==> config.mk <==
export PLATFORM = sky130hd
export DESIGN_NAME = exc_vector_router
export DESIGN_NICKNAME = d
export VERILOG_FILES = /design/src/rtl/exr_pkg.sv /design/src/rtl/exr_arbiter.sv /design/src/rtl/exr_route.sv /design/src/rtl/exc_vector_router.sv
export SDC_FILE = /design/constraint.sdc
export NUM_CORES = 1
export LEC_CHECK = 0
export BUFFER_PORTS_ARGS = -buffer_cell sky130_fd_sc_hd__buf_4
export CAP_MARGIN = 5
export CORE_MARGIN = 2
export CORE_UTILIZATION = 56
export CTS_CLUSTER_SIZE = 20
export DETAILED_ROUTE_END_ITERATION = 10
export HOLD_SLACK_MARGIN = 0.05
export PLACE_DENSITY_LB_ADDON = 0.15
export SETUP_SLACK_MARGIN = 0.15
export SYNTH_ARGS = -nofsm -noshare
export SYNTH_HDL_FRONTEND = slang
export SYNTH_SLANG_ARGS = --single-unit
==> constraint.sdc <==
create_clock -name clk_i -period 4.3 [get_ports clk_i]
set_input_delay 0.86 -clock clk_i [delete_from_list [all_inputs] [get_ports clk_i]]
set_output_delay 0.86 -clock clk_i [all_outputs]
set_load 0.01 [all_outputs]
==> src/rtl/exr_pkg.sv <==
package exr_pkg;
    localparam int NREQ   = 8;
    localparam int MODE_W = 5;

    localparam int RQ_SMC  = 0;
    localparam int RQ_IRQ  = 1;
    localparam int RQ_FIQ  = 2;
    localparam int RQ_EABT = 3;
    localparam int RQ_SVC  = 4;
    localparam int RQ_UND  = 5;
    localparam int RQ_PABT = 6;
    localparam int RQ_DABT = 7;

    localparam int RT_IRQ  = 0;
    localparam int RT_FIQ  = 1;
    localparam int RT_EABT = 2;

    localparam int I_BIT = 7;
    localparam int F_BIT = 6;

    localparam logic [MODE_W-1:0] M_FIQ = 5'b10001;
    localparam logic [MODE_W-1:0] M_IRQ = 5'b10010;
    localparam logic [MODE_W-1:0] M_SVC = 5'b10011;
    localparam logic [MODE_W-1:0] M_MON = 5'b10110;
    localparam logic [MODE_W-1:0] M_ABT = 5'b10111;
    localparam logic [MODE_W-1:0] M_UND = 5'b11011;

    localparam logic [7:0] OFS_UND  = 8'h04;
    localparam logic [7:0] OFS_CALL = 8'h08;
    localparam logic [7:0] OFS_PABT = 8'h0C;
    localparam logic [7:0] OFS_DABT = 8'h10;
    localparam logic [7:0] OFS_IRQ  = 8'h18;
    localparam logic [7:0] OFS_FIQ  = 8'h1C;

    typedef enum logic [3:0] {
        SRC_NONE, SRC_DABT, SRC_EABT, SRC_FIQ, SRC_IRQ,
        SRC_PABT, SRC_SMC, SRC_SVC, SRC_UND
    } exr_src_e;
endpackage

==> src/rtl/exr_arbiter.sv <==
module exr_arbiter
    import exr_pkg::*;
(
    input  logic [NREQ-1:0] req_i,
    input  logic            irq_mask_i,
    input  logic            fiq_mask_i,
    output exr_src_e        src_o
);
    always_comb begin
        src_o = SRC_NONE;
        if (req_i[RQ_DABT])                     src_o = SRC_DABT;
        else if (req_i[RQ_EABT])                src_o = SRC_EABT;
        else if (req_i[RQ_FIQ] && !fiq_mask_i)  src_o = SRC_FIQ;
        else if (req_i[RQ_IRQ] && !irq_mask_i)  src_o = SRC_IRQ;
        else if (req_i[RQ_PABT])                src_o = SRC_PABT;
        else if (req_i[RQ_SMC])                 src_o = SRC_SMC;
        else if (req_i[RQ_SVC])                 src_o = SRC_SVC;
        else if (req_i[RQ_UND])                 src_o = SRC_UND;
    end
endmodule

==> src/rtl/exr_route.sv <==
module exr_route
    import exr_pkg::*;
#(
    parameter int ADDR_W = 32
) (
    input  exr_src_e            src_i,
    input  logic [2:0]          route_i,
    input  logic                ns_i,
    input  logic [ADDR_W-1:0]   mbase_i,
    input  logic [ADDR_W-1:0]   sbase_i,
    input  logic [ADDR_W-1:0]   nbase_i,
    output logic                valid_o,
    output logic [MODE_W-1:0]   mode_o,
    output logic [ADDR_W-1:0]   vec_o
);
    logic [ADDR_W-1:0] local_base;
    logic [ADDR_W-1:0] base;
    logic [7:0]        ofs;
    logic              to_mon;

    assign local_base = ns_i ? nbase_i : sbase_i;

    always_comb begin
        valid_o = 1'b1;
        to_mon  = 1'b0;
        mode_o  = M_SVC;
        ofs     = OFS_CALL;
        unique case (src_i)
            SRC_SMC:  begin to_mon = 1'b1;               ofs = OFS_CALL; end
            SRC_IRQ:  begin to_mon = route_i[RT_IRQ];  mode_o = M_IRQ; ofs = OFS_IRQ; end
            SRC_FIQ:  begin to_mon = route_i[RT_FIQ];  mode_o = M_FIQ; ofs = OFS_FIQ; end
            SRC_EABT: begin to_mon = route_i[RT_EABT]; mode_o = M_ABT; ofs = OFS_DABT; end
            SRC_DABT: begin mode_o = M_ABT; ofs = OFS_DABT; end
            SRC_PABT: begin mode_o = M_ABT; ofs = OFS_PABT; end
            SRC_SVC:  begin mode_o = M_SVC; ofs = OFS_CALL; end
            SRC_UND:  begin mode_o = M_UND; ofs = OFS_UND;  end
            default:  valid_o = 1'b0;
        endcase
        if (to_mon) mode_o = M_MON;
        base  = to_mon ? mbase_i : local_base;
        vec_o = base + ADDR_W'(ofs);
    end
endmodule

==> src/rtl/exc_vector_router.sv <==
module exc_vector_router
    import exr_pkg::*;
#(
    parameter int                ADDR_W     = 32,
    parameter int                STAT_W     = 32,
    parameter logic [ADDR_W-1:0] RESET_BASE = '0
) (
    input  logic               clk_i,
    input  logic               rst_ni,
    input  logic [STAT_W-1:0]  stat_i,
    input  logic [NREQ-1:0]    req_i,
    input  logic [2:0]         route_i,
    input  logic               ns_wr_i,
    input  logic               ns_wdata_i,
    input  logic               mbase_wr_i,
    input  logic               vbase_wr_i,
    input  logic [ADDR_W-1:0]  base_wdata_i,
    output logic               ns_o,
    output logic               taken_o,
    output logic [MODE_W-1:0]  mode_o,
    output logic [ADDR_W-1:0]  vec_o,
    output logic [STAT_W-1:0]  spsr_o,
    output logic               spsr_we_o,
    output logic               lr_we_o,
    output logic [STAT_W-1:0]  stat_o
);
    typedef struct packed {
        logic              ns;
        logic [ADDR_W-1:0] mbase;
        logic [ADDR_W-1:0] sbase;
        logic [ADDR_W-1:0] nbase;
        logic              valid;
        logic [MODE_W-1:0] mode;
        logic [ADDR_W-1:0] vec;
        logic [STAT_W-1:0] spsr;
        logic [STAT_W-1:0] nstat;
    } state_t;

    state_t            st_d, st_q;
    exr_src_e          src;
    logic              hit;
    logic [MODE_W-1:0] tgt_mode;
    logic [ADDR_W-1:0] tgt_vec;

    exr_arbiter u_arb (
        .req_i      (req_i),
        .irq_mask_i (stat_i[I_BIT]),
        .fiq_mask_i (stat_i[F_BIT]),
        .src_o      (src)
    );

    exr_route #(.ADDR_W(ADDR_W)) u_route (
        .src_i   (src),
        .route_i (route_i),
        .ns_i    (st_q.ns),
        .mbase_i (st_q.mbase),
        .sbase_i (st_q.sbase),
        .nbase_i (st_q.nbase),
        .valid_o (hit),
        .mode_o  (tgt_mode),
        .vec_o   (tgt_vec)
    );

    always_comb begin
        st_d       = st_q;
        st_d.valid = hit;
        if (hit) begin
            st_d.mode         = tgt_mode;
            st_d.vec          = tgt_vec;
            st_d.spsr         = stat_i;
            st_d.nstat        = stat_i;
            st_d.nstat[4:0]   = tgt_mode;
            st_d.nstat[I_BIT] = 1'b1;
            if (tgt_mode == M_FIQ || tgt_mode == M_MON)
                st_d.nstat[F_BIT] = 1'b1;
        end
        if (ns_wr_i && stat_i[4:0] == M_MON)
            st_d.ns = ns_wdata_i;
        if (mbase_wr_i && !st_q.ns)
            st_d.mbase = base_wdata_i;
        if (vbase_wr_i) begin
            if (st_q.ns) st_d.nbase = base_wdata_i;
            else         st_d.sbase = base_wdata_i;
        end
    end

    always_ff @(posedge clk_i or negedge rst_ni) begin
        if (!rst_ni) begin
            st_q       <= '0;
            st_q.mbase <= RESET_BASE;
            st_q.sbase <= RESET_BASE;
            st_q.nbase <= RESET_BASE;
        end else begin
            st_q <= st_d;
        end
    end

    assign ns_o      = st_q.ns;
    assign taken_o   = st_q.valid;
    assign mode_o    = st_q.mode;
    assign vec_o     = st_q.vec;
    assign spsr_o    = st_q.spsr;
    assign spsr_we_o = st_q.valid;
    assign lr_we_o   = st_q.valid;
    assign stat_o    = st_q.nstat;
endmodule

==> results.sh <==
export IMPL_min_path_type="flip-flop to flip-flop"
export IMPL_clock_skew_final_ps=9.24
export IMPL_firstDrtPassIters=5
export IMPL_place_ws_ps=252
export IMPL_die_w_um=131
export IMPL_cts_tree="yes"
export IMPL_relSlewSlack=0.319
export IMPL_clkLatencyLatePin_ps=430
export IMPL_grt_antenna_before_repair=0
export IMPL_clock_sinks=168
export IMPL_routed_via_density=5.51
export IMPL_drc=0
export IMPL_cp_startpoint="stat_i[7]"
export IMPL_slew_viol_final=0
export IMPL_tightestPinTransition_ps=1020
export IMPL_power_leakage_nw=4.68
export IMPL_crit_required_ps=4590
export IMPL_setup_tns_final_ps=0
export IMPL_wl_um=21000
export IMPL_dp_hpwl_um=14900
export IMPL_reg2reg_from="ns_o"
export IMPL_synth_top_cell_area_share=0.465
export IMPL_vias=6397
export IMPL_timing_fmax_ghz=0.274
export IMPL_yosysSeqAreaShare=0.465
export IMPL_slowest_delay_ps=400
export IMPL_clk_pin_slew_worst_paths_ps=70
export IMPL_fin_ws_ps=648
export IMPL_finalSetupViolCount=0
export IMPL_numPortBuffers=185
export IMPL_grt_usage=0.251
export IMPL_arrival_ps=3950
export IMPL_clk_root_buffer_cell="clkbuf_16"
export IMPL_synth_area_mm2=0.00905
export IMPL_fin_nets=1017
export IMPL_num_antenna_cells=0
export IMPL_postSynthCellCount=860
export IMPL_grt_pass1_vias=6647
export IMPL_ys_ff_latch=168
export IMPL_cts_buffers=17
export IMPL_r2r_slack_ps=1260
export IMPL_cp_max_fo=8
export IMPL_vdd_ir_drop_max_v=0.000298
export IMPL_cts_hold_buffers=0
export IMPL_cts_setup_buffers=0
export IMPL_path_class="input pin to flip-flop"
export IMPL_area_growth_pct=15.3
export IMPL_die_height_um=131
export IMPL_cts_max_level=4
export IMPL_core_mm2=0.0158
export IMPL_p_per_area_mw_per_mm2=497
export IMPL_critPathCaptureType="flip-flop"
export IMPL_start_kind="input pin"
export IMPL_placementRows=46
export IMPL_initial_utilization=0.572
export IMPL_clk_path_buf_depth=2
export IMPL_syn_area_per_cell_um2=10.5
export IMPL_slowest_stage="fa_1"
export IMPL_crit_path_end="vec_o[22]"
export IMPL_synth_edf_count=0
export IMPL_path_cells="buf_4 > nand2b_1 > a41oi_2 > o22ai_2 > buf_4 > nand2_1 > o21ai_0 > ha_1 > inv_1 > fa_1 > inv_1 > a21o_1 > nand3_1 > mux2_4 > nor4_4 > mux2i_1 > a211oi_2"
export IMPL_drt_antenna_violating_nets=0
export IMPL_grt_setup_unrepaired="false"
export IMPL_ctsResizeCount=0
export IMPL_die_area_mm2=0.0172
export IMPL_grt_overflow_total=0
export IMPL_yosysTopAreaCell="dfrtp_1"
export IMPL_fin_total_pwr_mw=5.19
export IMPL_min_period_ps=3650
export IMPL_synthTopCellsByArea="dfrtp_1 (46%), mux2_2 (14%), buf_4 (8.8%)"
export IMPL_hold_depth=2
export IMPL_reg2reg_to="vec_o[31]"
export IMPL_place_gp_congestion=0.905
export IMPL_ys_flop_type="dfrtp_1"
export IMPL_hold_viol_final=0
export IMPL_syn_nets=945
export IMPL_period_share=0.849
export IMPL_grt_pass1_wl_um=34700
export IMPL_netlist_cell_type_count=62
export IMPL_maxCapViolCount=0
export IMPL_synthArstFlopShare=1.00
export IMPL_drt_initial_drc_count=395
export IMPL_grt_max_degree=112
export IMPL_status="finished, final reports clean"
export IMPL_drive_gt1_frac=0.393
export IMPL_avgRoutedWirePerCell_um=18.1
export IMPL_ff2ff_path_depth=8
export IMPL_ys_warn_count=0
export IMPL_io_pins=186
export IMPL_min_delay_start="spsr_o[1]"
-- metrics by stage --
| stage | instances | hold slack, ps | util | area [um2] |
|---|---|---|---|---|
| floorplan | 860 | 440 | - | 9050 |
| global placement | 1129 | 454 | 0.623 | 9850 |
| detailed placement | 1129 | 458 | 0.623 | 9850 |
| CTS | 1161 | 472 | 0.659 | 10400 |
| global route | 1161 | 507 | 0.659 | 10400 |
| finish | 1161 | 471 | 0.659 | 10400 |
-- worst min path at each step --
stage,to
global route,vec_o[2]
finish,spsr_o[1]
floorplan,spsr_o[0]
detailed placement,spsr_o[1]
CTS,spsr_o[1]
global placement,spsr_o[4]
-- layout by cell type (no fill, tap or decap), drive strengths merged, types with 3 or more instances in the layout --
cell type,Yosys,final
dfrtp,168,168
ha,3,3
clkinv,0,5
nand4,8,8
a31oi,4,4
o21ai,38,38
buf,127,197
nor4,6,6
nand3,27,27
xor2,15,15
mux2,116,116
mux2i,32,32
and3,6,6
a21oi,28,28
o211ai,6,6
nand2,145,145
inv,9,14
nor3,7,7
xnor2,17,17
nand2b,4,4
clkbuf,17,20
o2111ai,3,3
o22ai,5,5
nor2,27,27
a211oi,5,5
a21o,3,3
nand3b,7,7
nor2b,5,5
-- Yosys cell counts, types with 5 or more instances --
| cell type | number |
|---|---|
| nand2_1 | 145 |
| buf_1 | 10 |
| o21ai_1 | 12 |
| dfrtp_1 | 168 |
| nand3_1 | 27 |
| mux2_2 | 115 |
| nand3b_1 | 5 |
| xor2_1 | 15 |
| and3_1 | 6 |
| nand4_1 | 8 |
| o21ai_0 | 26 |
| clkbuf_1 | 17 |
| o211ai_1 | 6 |
| buf_4 | 106 |
| nor2b_1 | 5 |
| inv_1 | 8 |
| nor2_1 | 26 |
| a21oi_1 | 28 |
| xnor2_1 | 17 |
| mux2i_1 | 31 |
| buf_2 | 7 |
-- worst max-delay path: cells and delay by family --
kind / cells / cell delay, ps
adders and majority gates: 2 / 600
AOI/OAI and AO/OA: 5 / 790
muxes: 2 / 550
buffers and inverters: 4 / 430
and+or+nand+nor: 4 / 690
-- where the power goes --
part,internal [mW],total [mW],switching (mW)
combinational,0.744,1.45,0.709
sequential,1.97,2.25,0.286
clock,0.851,1.48,0.634
-- sequential cells by signal, summed over array words and instances, names as in the netlist --
| signal | cells |
|---|---|
| lr_we_o | 1 |
| mode_o | 4 |
| ns_o | 1 |
| spsr_o | 32 |
| st_q | 96 |
| stat_o | 2 |
| vec_o | 32 |
-- per-layer routing --
| layer | vias up | part of all wire | track usage | wire length, um |
|---|---|---|---|---|
| li1 | 3003 | - | - | - |
| met5 | - | 0 | 0 | 0 |
| met2 | 215 | 0.50 | 0.428 | 10400 |
| met3 | 34 | 0.050 | 0.0498 | 1050 |
| met1 | 3145 | 0.43 | 0.321 | 9100 |
| met4 | 0 | 0.019 | 0.0864 | 407 |
-- logic make-up (layout without fill, tap and decap cells) --
group	after synthesis	in the layout	share of synthesized area
compound gates	105	105	0.0741
mux	148	148	0.181
buf+inv	153	238	0.112
flops	168	168	0.465
xor+xnor	32	32	0.0310
simple gates	250	250	0.132
fa+ha+maj	4	4	0.00636
-- final cells by class --
cell class | count | area (um2)
timing repair buffer | 197 | 1500
clock inverter | 12 | 114
clock buffer | 20 | 467
tap | 216 | 270
inverter | 9 | 33.8
fill | 1246 | 5390
sequential | 168 | 4210
multi-input combinational | 539 | 3850
Power figures use the tool's default switching activity.
